$ cat config.mk
export PLATFORM = sky130hd
export DESIGN_NAME = evt_queue_sched
export DESIGN_NICKNAME = d
export VERILOG_FILES = /design/src/rtl/evt_sched_pkg.sv /design/src/rtl/evt_fifo.sv /design/src/rtl/evt_pend_arb.sv /design/src/rtl/evt_issue.sv /design/src/rtl/evt_queue_sched.sv
export SDC_FILE = /design/constraint.sdc
export NUM_CORES = 2
export LEC_CHECK = 0
export BUFFER_PORTS_ARGS = -buffer_cell sky130_fd_sc_hd__buf_2
export CAP_MARGIN = 30
export CELL_PAD_IN_SITES_DETAIL_PLACEMENT = 1
export CELL_PAD_IN_SITES_GLOBAL_PLACEMENT = 1
export CORE_MARGIN = 2
export CORE_UTILIZATION = 54
export DETAILED_ROUTE_END_ITERATION = 10
export HOLD_SLACK_MARGIN = 0.03
export PLACE_DENSITY_LB_ADDON = 0.2
export RECOVER_POWER = 100
export SYNTH_ARGS = -nofsm -noshare
export SYNTH_HDL_FRONTEND = slang
export SYNTH_SLANG_ARGS = --single-unit
export TNS_END_PERCENT = 50
$ cat constraint.sdc
create_clock -name clk -period 21.4 [get_ports clk]
set_clock_uncertainty 0.1 [all_clocks]
set_input_delay 4.28 -clock clk [delete_from_list [all_inputs] [get_ports clk]]
set_output_delay 4.28 -clock clk [all_outputs]
set_load 0.01 [all_outputs]
$ cat src/rtl/evt_sched_pkg.sv
package evt_sched_pkg;
  localparam int TYPE_W = 2;

  typedef enum logic [TYPE_W-1:0] {
    EV_MANUAL = 2'b00,
    EV_HW     = 2'b01,
    EV_CHAIN  = 2'b10,
    EV_AUTO   = 2'b11
  } evt_kind_e;
endpackage

$ cat src/rtl/evt_fifo.sv
module evt_fifo #(
  parameter int DEPTH = 16,
  parameter int W     = 8,
  localparam int PTR_W = $clog2(DEPTH),
  localparam int CNT_W = $clog2(DEPTH + 1)
) (
  input  logic             clk,
  input  logic             rst,
  input  logic             push,
  input  logic [W-1:0]     push_data,
  input  logic             pop,
  output logic [W-1:0]     head,
  output logic [CNT_W-1:0] count,
  output logic             full,
  input  logic [PTR_W-1:0] view_idx,
  output logic [W-1:0]     view_data
);
  logic [W-1:0]     mem [DEPTH];
  logic [PTR_W-1:0] wr_ptr, rd_ptr;
  logic [CNT_W-1:0] cnt_q;

  // storage without reset, single write port
  always_ff @(posedge clk) begin
    if (push) mem[wr_ptr] <= push_data;
  end

  always_ff @(posedge clk) begin
    if (rst) begin
      wr_ptr <= '0;
      rd_ptr <= '0;
      cnt_q  <= '0;
    end else begin
      if (push) wr_ptr <= wr_ptr + 1'b1;
      if (pop)  rd_ptr <= rd_ptr + 1'b1;
      case ({push, pop})
        2'b10:   cnt_q <= cnt_q + 1'b1;
        2'b01:   cnt_q <= cnt_q - 1'b1;
        default: cnt_q <= cnt_q;
      endcase
    end
  end

  assign head      = mem[rd_ptr];
  assign view_data = mem[rd_ptr + view_idx];
  assign count     = cnt_q;
  assign full      = (cnt_q == CNT_W'(DEPTH));

  assert_no_overflow_R4: assert property (@(posedge clk) disable iff (rst)
    (cnt_q == CNT_W'(DEPTH)) |-> !push);
  assert_no_underflow_R6: assert property (@(posedge clk) disable iff (rst)
    (cnt_q == '0) |-> !pop);
  assert_count_range_R10: assert property (@(posedge clk) disable iff (rst)
    cnt_q <= CNT_W'(DEPTH));
endmodule

$ cat src/rtl/evt_pend_arb.sv
module evt_pend_arb
  import evt_sched_pkg::*;
#(
  parameter int NUM_CH = 64,
  parameter int NUM_Q  = 4,
  localparam int CH_W = $clog2(NUM_CH),
  localparam int Q_W  = $clog2(NUM_Q)
) (
  input  logic                     clk,
  input  logic                     rst,
  input  logic [NUM_CH-1:0]        evt_set,
  input  logic [NUM_CH*TYPE_W-1:0] evt_type,
  input  logic                     map_we,
  input  logic [CH_W-1:0]          map_ch,
  input  logic [Q_W-1:0]           map_q,
  input  logic [NUM_Q-1:0]         q_full,
  output logic                     win_vld,
  output logic [CH_W-1:0]          win_ch,
  output logic [Q_W-1:0]           win_q,
  output logic [TYPE_W-1:0]        win_type,
  output logic [NUM_CH-1:0]        pend
);
  logic [NUM_CH-1:0] pend_q;
  logic [NUM_CH-1:0] elig;
  logic [NUM_CH-1:0] clr_mask;
  logic [Q_W-1:0]    map_r  [NUM_CH];
  logic [TYPE_W-1:0] kind_r [NUM_CH];

  // per-channel queue map and latched type
  always_ff @(posedge clk) begin
    if (rst) begin
      for (int c = 0; c < NUM_CH; c++) begin
        map_r[c]  <= '0;
        kind_r[c] <= '0;
      end
    end else begin
      if (map_we) map_r[map_ch] <= map_q;
      for (int c = 0; c < NUM_CH; c++)
        if (evt_set[c]) kind_r[c] <= evt_type[c*TYPE_W +: TYPE_W];
    end
  end

  generate
    for (genvar c = 0; c < NUM_CH; c++) begin : g_elig
      assign elig[c] = pend_q[c] & ~q_full[map_r[c]];
    end
  endgenerate

  // lowest eligible channel wins
  always_comb begin
    win_vld = 1'b0;
    win_ch  = '0;
    for (int c = NUM_CH - 1; c >= 0; c--) begin
      if (elig[c]) begin
        win_vld = 1'b1;
        win_ch  = CH_W'(c);
      end
    end
  end

  assign win_q    = map_r[win_ch];
  assign win_type = kind_r[win_ch];

  always_comb begin
    clr_mask = '0;
    if (win_vld) clr_mask[win_ch] = 1'b1;
  end

  always_ff @(posedge clk) begin
    if (rst) pend_q <= '0;
    else     pend_q <= (pend_q & ~clr_mask) | evt_set;
  end

  assign pend = pend_q;

  assert_win_pending_R2: assert property (@(posedge clk) disable iff (rst)
    win_vld |-> pend_q[win_ch]);
  assert_win_clears_R1: assert property (@(posedge clk) disable iff (rst)
    (win_vld && !evt_set[win_ch]) |=> !pend_q[$past(win_ch)]);
  assert_full_blocks_R4: assert property (@(posedge clk) disable iff (rst)
    win_vld |-> !q_full[win_q]);
endmodule

$ cat src/rtl/evt_issue.sv
module evt_issue #(
  parameter int NUM_Q = 4,
  parameter int ENT_W = 8,
  localparam int Q_W = $clog2(NUM_Q)
) (
  input  logic                   clk,
  input  logic                   rst,
  input  logic [NUM_Q-1:0]       q_nonempty,
  input  logic [NUM_Q*ENT_W-1:0] q_head,
  input  logic [NUM_Q-1:0]       tc_ready,
  input  logic [NUM_Q-1:0]       tc_idle,
  input  logic                   win_vld,
  input  logic [Q_W-1:0]         win_q,
  input  logic [ENT_W-1:0]       win_entry,
  output logic [NUM_Q-1:0]       pop,
  output logic [NUM_Q-1:0]       push,
  output logic [NUM_Q-1:0]       req_valid,
  output logic [NUM_Q*ENT_W-1:0] req_entry
);
  logic             byp;
  logic [NUM_Q-1:0] byp_hot;

  // fixed priority: lowest ready non-empty queue
  always_comb begin
    pop = '0;
    for (int q = NUM_Q - 1; q >= 0; q--) begin
      if (q_nonempty[q] && tc_ready[q]) begin
        pop    = '0;
        pop[q] = 1'b1;
      end
    end
  end

  assign byp = win_vld && (pop == '0) && !q_nonempty[win_q]
               && tc_idle[win_q] && tc_ready[win_q];

  generate
    for (genvar q = 0; q < NUM_Q; q++) begin : g_route
      assign byp_hot[q] = byp && (win_q == Q_W'(q));
      assign push[q]    = win_vld && !byp && (win_q == Q_W'(q));

      always_ff @(posedge clk) begin
        if (rst) begin
          req_entry[q*ENT_W +: ENT_W] <= '0;
        end else if (pop[q]) begin
          req_entry[q*ENT_W +: ENT_W] <= q_head[q*ENT_W +: ENT_W];
        end else if (byp_hot[q]) begin
          req_entry[q*ENT_W +: ENT_W] <= win_entry;
        end
      end
    end
  endgenerate

  always_ff @(posedge clk) begin
    if (rst) req_valid <= '0;
    else     req_valid <= pop | byp_hot;
  end

  assert_one_req_R7: assert property (@(posedge clk) disable iff (rst)
    $onehot0(req_valid));
  assert_ready_gate_R6: assert property (@(posedge clk) disable iff (rst)
    (pop & ~tc_ready) == '0);
  assert_bypass_empty_R8: assert property (@(posedge clk) disable iff (rst)
    (byp_hot != '0) |-> ((byp_hot & q_nonempty) == '0));
endmodule

$ cat src/rtl/evt_queue_sched.sv
module evt_queue_sched
  import evt_sched_pkg::*;
#(
  parameter int NUM_CH  = 64,
  parameter int NUM_Q   = 4,
  parameter int Q_DEPTH = 16,
  localparam int CH_W  = $clog2(NUM_CH),
  localparam int Q_W   = $clog2(NUM_Q),
  localparam int IDX_W = $clog2(Q_DEPTH),
  localparam int CNT_W = $clog2(Q_DEPTH + 1),
  localparam int ENT_W = TYPE_W + CH_W
) (
  input  logic                     clk,
  input  logic                     rst,
  input  logic [NUM_CH-1:0]        evt_set,
  input  logic [NUM_CH*TYPE_W-1:0] evt_type,
  input  logic                     map_we,
  input  logic [CH_W-1:0]          map_ch,
  input  logic [Q_W-1:0]           map_q,
  input  logic [NUM_Q-1:0]         tc_ready,
  input  logic [NUM_Q-1:0]         tc_idle,
  output logic [NUM_Q-1:0]         req_valid,
  output logic [NUM_Q*TYPE_W-1:0]  req_type,
  output logic [NUM_Q*CH_W-1:0]    req_ch,
  input  logic [Q_W-1:0]           view_q,
  input  logic [IDX_W-1:0]         view_idx,
  output logic [ENT_W-1:0]         view_entry,
  output logic                     view_vld,
  output logic [NUM_Q*CNT_W-1:0]   q_count,
  output logic [NUM_CH-1:0]        pend
);
  logic                   win_vld;
  logic [CH_W-1:0]        win_ch;
  logic [Q_W-1:0]         win_q;
  logic [TYPE_W-1:0]      win_type;
  logic [NUM_Q-1:0]       q_full, q_nonempty, pop, push;
  logic [NUM_Q*ENT_W-1:0] q_head, req_entry;
  logic [ENT_W-1:0]       q_view [NUM_Q];
  logic [CNT_W-1:0]       q_cnt  [NUM_Q];

  evt_pend_arb #(.NUM_CH(NUM_CH), .NUM_Q(NUM_Q)) u_arb (
    .clk(clk), .rst(rst), .evt_set(evt_set), .evt_type(evt_type),
    .map_we(map_we), .map_ch(map_ch), .map_q(map_q), .q_full(q_full),
    .win_vld(win_vld), .win_ch(win_ch), .win_q(win_q),
    .win_type(win_type), .pend(pend)
  );

  generate
    for (genvar q = 0; q < NUM_Q; q++) begin : g_q
      evt_fifo #(.DEPTH(Q_DEPTH), .W(ENT_W)) u_fifo (
        .clk(clk), .rst(rst), .push(push[q]),
        .push_data({win_type, win_ch}), .pop(pop[q]),
        .head(q_head[q*ENT_W +: ENT_W]), .count(q_cnt[q]),
        .full(q_full[q]), .view_idx(view_idx), .view_data(q_view[q])
      );
      assign q_nonempty[q] = (q_cnt[q] != '0);
      assign q_count[q*CNT_W +: CNT_W] = q_cnt[q];
      assign req_type[q*TYPE_W +: TYPE_W] = req_entry[q*ENT_W + CH_W +: TYPE_W];
      assign req_ch[q*CH_W +: CH_W]       = req_entry[q*ENT_W +: CH_W];
    end
  endgenerate

  evt_issue #(.NUM_Q(NUM_Q), .ENT_W(ENT_W)) u_issue (
    .clk(clk), .rst(rst), .q_nonempty(q_nonempty), .q_head(q_head),
    .tc_ready(tc_ready), .tc_idle(tc_idle), .win_vld(win_vld),
    .win_q(win_q), .win_entry({win_type, win_ch}), .pop(pop),
    .push(push), .req_valid(req_valid), .req_entry(req_entry)
  );

  // registered read-only entry view
  always_ff @(posedge clk) begin
    if (rst) begin
      view_entry <= '0;
      view_vld   <= 1'b0;
    end else begin
      view_entry <= q_view[view_q];
      view_vld   <= (CNT_W'(view_idx) < q_cnt[view_q]);
    end
  end

  assert_push_mapped_R3: assert property (@(posedge clk) disable iff (rst)
    $onehot0(push));
  assert_single_issue_R7: assert property (@(posedge clk) disable iff (rst)
    $countones(pop) <= 1);
endmodule

======== After elaboration in Yosys (flattened, before gate mapping) ========
Memories as Yosys holds them, arrays and structs flattened. A register that Yosys moved wholly into a read port is not among the register bits.
Index checks and enable logic that the tools add are counted.
word-level totals
  register bits ........................... 161
  latch bits .............................. 0
  bits in writable memories ............... 768
  memory bits (read-only) ................. 0
  output and inout bits ................... 129
  logic and storage cells ................. 929
  memories ................................ 6
memories
  name               words  width  read ports  clocked after memory_dff  wr ports  RTL line            RTL
  g_q[0].u_fifo.mem  16     8      2           1                         1         evt_fifo.sv:18      logic [W-1:0] mem [DEPTH];
  g_q[1].u_fifo.mem  16     8      2           1                         1         evt_fifo.sv:18
  g_q[2].u_fifo.mem  16     8      2           1                         1         evt_fifo.sv:18
  g_q[3].u_fifo.mem  16     8      2           1                         1         evt_fifo.sv:18
  u_arb.kind_r       64     2      1           0                         64        evt_pend_arb.sv:27  logic [TYPE_W-1:0] kind_r [NUM_CH];
  u_arb.map_r        64     2      65          0                         64        evt_pend_arb.sv:26  logic [Q_W-1:0] map_r [NUM_CH];
operators by class
  $add $sub $neg .......................... 20
  multiply operators ...................... 0
  div/mod/pow operators ................... 0
  $lt $le $gt $ge ......................... 69
  eq/ne operators ......................... 15
  shift operators ......................... 0
  mux-type cells .......................... 567
  bitwise logic cells ..................... 197
  reductions and logical operators ........ 35
operators by type and width
  operator                                                    number
  two-way mux 6 bit                                           65
  two-way mux 1 bit                                           338
  less-than comparator 2 x 3 -> 1 bit, second input constant  65
  binary-select mux 1 bit (select 2 bit)                      67
  two-way mux 2 bit                                           65
  two-way mux 8 bit                                           10
  AND 1 bit                                                   64
  AND 64 bit                                                  1
  two-way mux 64 bit                                          1
  inverter 1 bit                                              64
  inverter 64 bit                                             1
  OR 1 bit                                                    64
  OR 64 bit                                                   1
  two-way mux 4 bit                                           12
  case mux 5 bit (2 select lines)                             4
  adder 4 x 1 -> 4 bit, second input constant                 8
  adder 5 x 1 -> 5 bit, second input constant                 4
  == test 5 bit, second input constant                        4
  nonzero test 5 bit                                          4
  subtractor 5 x 1 -> 5 bit, second input constant            4
  logical AND 1 bit                                           18
  adder 4 bit                                                 4
  binary-select mux 8 bit (select 2 bit)                      1
  nonzero test 2 bit                                          8
  other kinds (15)                                            26

======== Depth between registers and ports, before layout ========
An unclocked memory read counts as a cell.
  word-level depth ........................ 81
  mapped depth ............................ 34
  mapped depth without buffers ............ 26

======== Hierarchy ========
A second synthesis with hierarchy kept.
unflattened totals
  cells, all modules ...................... 3519
  area, all modules ....................... 48888.1 um2
by module, submodules not included
  module           times used  cells an instance  area an instance (um2)
  evt_fifo         4           388                7028.0
  evt_pend_arb     1           1718               18355.1
  evt_issue        1           193                1744.2
  evt_queue_sched  1           56                 676.9

======== Least setup slack after synthesis ========
OpenSTA, ideal clock, no wires.
  path kind ............................... input port to flip-flop
  start ................................... input port tc_ready[0]
  end ..................................... register g_q[2].u_fifo.cnt_q[4]
  arrival time ............................ 7.711 ns
  required time ........................... 21.230 ns
  slack ................................... 13.518 ns
  cell stages on the path ................. 19
  cell sequence ........................... o21ai_1 > nand3_1 > nor3b_1 > and2_0 > clkbuf_1 > or2_2 > nor2_2 > buf_2 > inv_1 > ha_1 > clkbuf_1 > xor2_1 > ha_1 > o21ai_0 > a21oi_1 > a21oi_1 > xor2_1 > or3_1 > a21oi_1
between the ends
  longest elaborated chain between the ends .. 12
  elaborated cells between the ends (all ways) .. 16
  those cells by class .................... 2 x eq/ne; 4 x mux; 10 x reduce/logical
RTL lines
  element                                                                       RTL line               RTL
  start, declared                                                               evt_queue_sched.sv:20  input logic [NUM_Q-1:0] tc_ready,
  logical AND 1 bit                                                             evt_issue.sv:27        if (q_nonempty[q] && tc_ready[q]) begin
  two-way mux 4 bit                                                             evt_issue.sv:27
  zero test 4 bit                                                               evt_issue.sv:34        assign byp = win_vld && (pop == '0) && !q_nonempty[win_q]
  logical AND 1 bit (2 in a row)                                                evt_issue.sv:34
  logical AND 1 bit (2 in a row)                                                evt_issue.sv:35        && tc_idle[win_q] && tc_ready[win_q];
  zero test 1 bit                                                               evt_issue.sv:40        assign push[q] = win_vld && !byp && (win_q == Q_W'(q));
  logical AND 1 bit (2 in a row)                                                evt_issue.sv:40
  == test 2 x 1 -> 1 bit / == test 2 bit (equally long branches)                evt_fifo.sv:35         case ({push, pop})
  case mux 5 bit (2 select lines) / nonzero test 2 bit (equally long branches)  --
  end signal, assigned                                                          evt_fifo.sv:36         2'b10: cnt_q <= cnt_q + 1'b1;
  end signal, assigned                                                          evt_fifo.sv:37         2'b01: cnt_q <= cnt_q - 1'b1;
  end signal, assigned                                                          evt_fifo.sv:38         default: cnt_q <= cnt_q;
  end, declared                                                                 evt_fifo.sv:20         logic [CNT_W-1:0] cnt_q;
Several ways; a longest one is shown, not always the timed one. The select of a mux whose other input is x is not followed.
A chain may end at the register's enable or synchronous reset.

==> flow_summary.json <==
{
  "drv_slew": 1060,
  "yosysSeqAreaShare": 0.5348,
  "min_to": "g_q[1].u_fifo.count[4]",
  "peakVddDrop_mv": 0.09608,
  "path_class": "primary input to flop",
  "timing.rr.start": "g_q[2].u_fifo.count[1]",
  "setup_violations": 0,
  "dr_total_vias": 39820,
  "cts.clk_slew.worst_paths_ns": 0.06,
  "drc": 0,
  "core_um2": 91520,
  "synth_cells": 4019,
  "place.port_buffers": 345,
  "synth_cell_types": 113,
  "final-hold-violation-count": 0,
  "crit_fanout": 143,
  "overflow": 0,
  "outcome": "finished, violations left",
  "max_freq_ghz": 0.06496,
  "final_nets": 4518,
  "fin_crit_sh": 0.7194,
  "wirelength_mm": 194.3,
  "routabilityCongestion": 0.9738,
  "final_util": 0.6096,
  "yosys.area.top_type_share": 0.4636,
  "reg2reg_depth": 29,
  "syn_area_per_cell_um2": 12.38,
  "die_w_um": 307.5,
  "antenna_found_initial": 14,
  "synth_seq_cells": 945,
  "cts_resized": 0,
  "dominantRegCellSynth": "edfxtp_1",
  "finalSetupTns_ns": 0,
  "grt_pass1_vias": 39660,
  "cts_buffers": 100,
  "total_power_uw": 6570,
  "async_flop_share": 0,
  "avgRoutedWirePerCell_um": 35.14,
  "synth_top_area_cell": "edfxtp_1",
  "synth_most_common_cell": "edfxtp_1",
  "yosys-top-cells-count": "edfxtp_1 (768), nand2_1 (370), mux4_2 (281)",
  "synth_nets": 4289,
  "slew_headroom": -3.454,
  "h-tree-depth": 3,
  "hpwl_mm": 133.7,
  "maxCapViolations": 19,
  "clkSinkCount": 945,
  "worstMarginPinSlew_ns": 6.680,
  "drive_above_1_share": 0.2090,
  "grt_pass1_wl_mm": 277.7,
  "postCtsHoldBufs": 0,
  "worst-r2r-setup-slack_ns": 6.20,
  "grt_start_max_net_pins": 144,
  "hold_class": "flop to flop",
  "clock_latency_ns": 0.72,
  "drtIter0Drc": 6295,
  "grt_use_total": 0.4056,
  "reg2reg_to": "g_q[2].u_fifo.count[4]",
  "pin_count": 346,
  "vias_per_cell": 7.203,
  "start_util": 0.5436,
  "dr.pass1.iters": 8,
  "hold_depth": 2,
  "tritoncts": "done",
  "die_y_um": 307.5,
  "violations": "capacitance limit, slew limit",
  "synth-edff-count": 768,
  "ant_nets": 0,
  "min_period_ns": 15.40,
  "cts_buffer_depth": 3,
  "worst_setup_path_start_kind": "primary input",
  "cp-end-kind": "flop",
  "dieArea_um2": 94570,
  "num_rows": 111,
  "area_delta_synth_final_pct": 12.14,
  "hp-start": "g_q[1].u_fifo.count[4]",
  "powerDensity_nw_per_um2": 117.8,
  "rsz0062_at_grt": "no",
  "cts_setup_buffers": 0,
  "required_ns": 21.74,
  "cts_root_buf": "clkbuf_16",
  "netlist_area_um2": 49750,
  "yosys_warnings": 0,
  "p_leak_uw": 0.01985,
  "ys_top_cells_by_area": "edfxtp_1 (46%), mux4_2 (13%), dfxtp_1 (7.1%)",
  "crit_arrival_ns": 15.74
}
## worst max-delay path by stage
stage	start	to	depth (start not counted)	slack, ns
6_report	rst	u_issue.req_entry[9]	5	6.00
5_1_grt	rst	u_issue.req_entry[9]	5	5.69
4_1_cts	g_q[0].u_fifo.count[1]	g_q[0].u_fifo.count[4]	29	11.82
3_5_place_dp	g_q[0].u_fifo.count[1]	g_q[0].u_fifo.count[4]	29	11.86
3_3_place_gp	g_q[0].u_fifo.count[1]	g_q[0].u_fifo.count[4]	29	12.20
2_1_floorplan	tc_ready[0]	g_q[2].u_fifo.count[4]	19	13.52
## cells in the final DEF, fill, tap and decap left out, types with 45 or more instances in the layout
master and count:
nor2_1 215, clkbuf_1 158, nand2b_1 61, nand2_1 371, o21ai_0 62, clkbuf_16 101, nor2b_1 116, nand3_1 87
a211oi_1 64, buf_4 74, mux2i_1 58, ha_1 45, inv_1 117, a32oi_1 54, mux4_2 281, and2_1 53
buf_2 218, edfxtp_1 768, and3_1 270, a21oi_1 181, or2_2 74, dfxtp_1 166
## logic make-up after synthesis
| group | after synthesis | synth area share |
|---|---|---|
| XOR/XNOR | 44 | 0.007746 |
| flip-flops | 945 | 0.5348 |
| AND/OR/NAND/NOR | 1395 | 0.1482 |
| multiplexers | 363 | 0.1444 |
| buffers and inverters | 442 | 0.03529 |
| AO/OA/AOI/OAI | 777 | 0.1157 |
| adder cells (fa/ha/maj) | 53 | 0.01393 |
## critical path: stages
cell and delay (ns):
clkbuf_1 4.56, clkinvlp_2 5.17, buf_4 1.07, o2111ai_1 0.32, o311ai_1 0.20
## routing by layer
layer	vias to the layer above	track usage	wire [um]
li1	16110	-	-
met1	20250	0.5518	72230
met2	2917	0.6127	86810
met3	540	0.1175	25830
met4	8	0.1693	9341
met5	-	0	46
## layout make-up
| class | instances | area (um^2) |
|---|---|---|
| diodes | 7 | 17.52 |
| clock buffers | 123 | 2670 |
| clock inverters | 66 | 758.2 |
| fillers | 9074 | 35730 |
| inverters | 125 | 473.0 |
| multi-input cells | 2632 | 21460 |
| flip-flops and latches | 945 | 26620 |
| well taps | 1186 | 1484 |
| repair buffers | 444 | 2312 |
## state kept, by name (all words and copies together) (netlist names), named ones only
name	flops
g_q.u_fifo.mem	512
u_arb.kind_r	128
u_issue.req_entry	32
view_vld	1
g_q.u_fifo.wr_ptr	16
g_q.u_fifo.rd_ptr	16
g_q.u_fifo.count	20
u_issue.req_valid	4
u_arb.map_r	128
u_arb.pend	64
view_entry	8
## power breakdown
group,switching (uW),total [uW],internal (uW)
sequential,162,2380,2220
combinational,1550,2360,814
clock,785,1830,1040
total,2490,6570,4080
## stage by stage
stage	instance area, um^2	setup WS, ns	hold slack, ns	cells
finish	55790	6.005	0.4059	5528
global route	55780	5.688	0.4390	5525
CTS	56080	11.82	0.3947	5517
detailed placement	52650	11.86	0.3854	5328
global placement	52550	12.20	0.3937	5320
floorplan	49750	13.52	0.3809	4019
No activity file was read; power rests on OpenSTA's default activity.
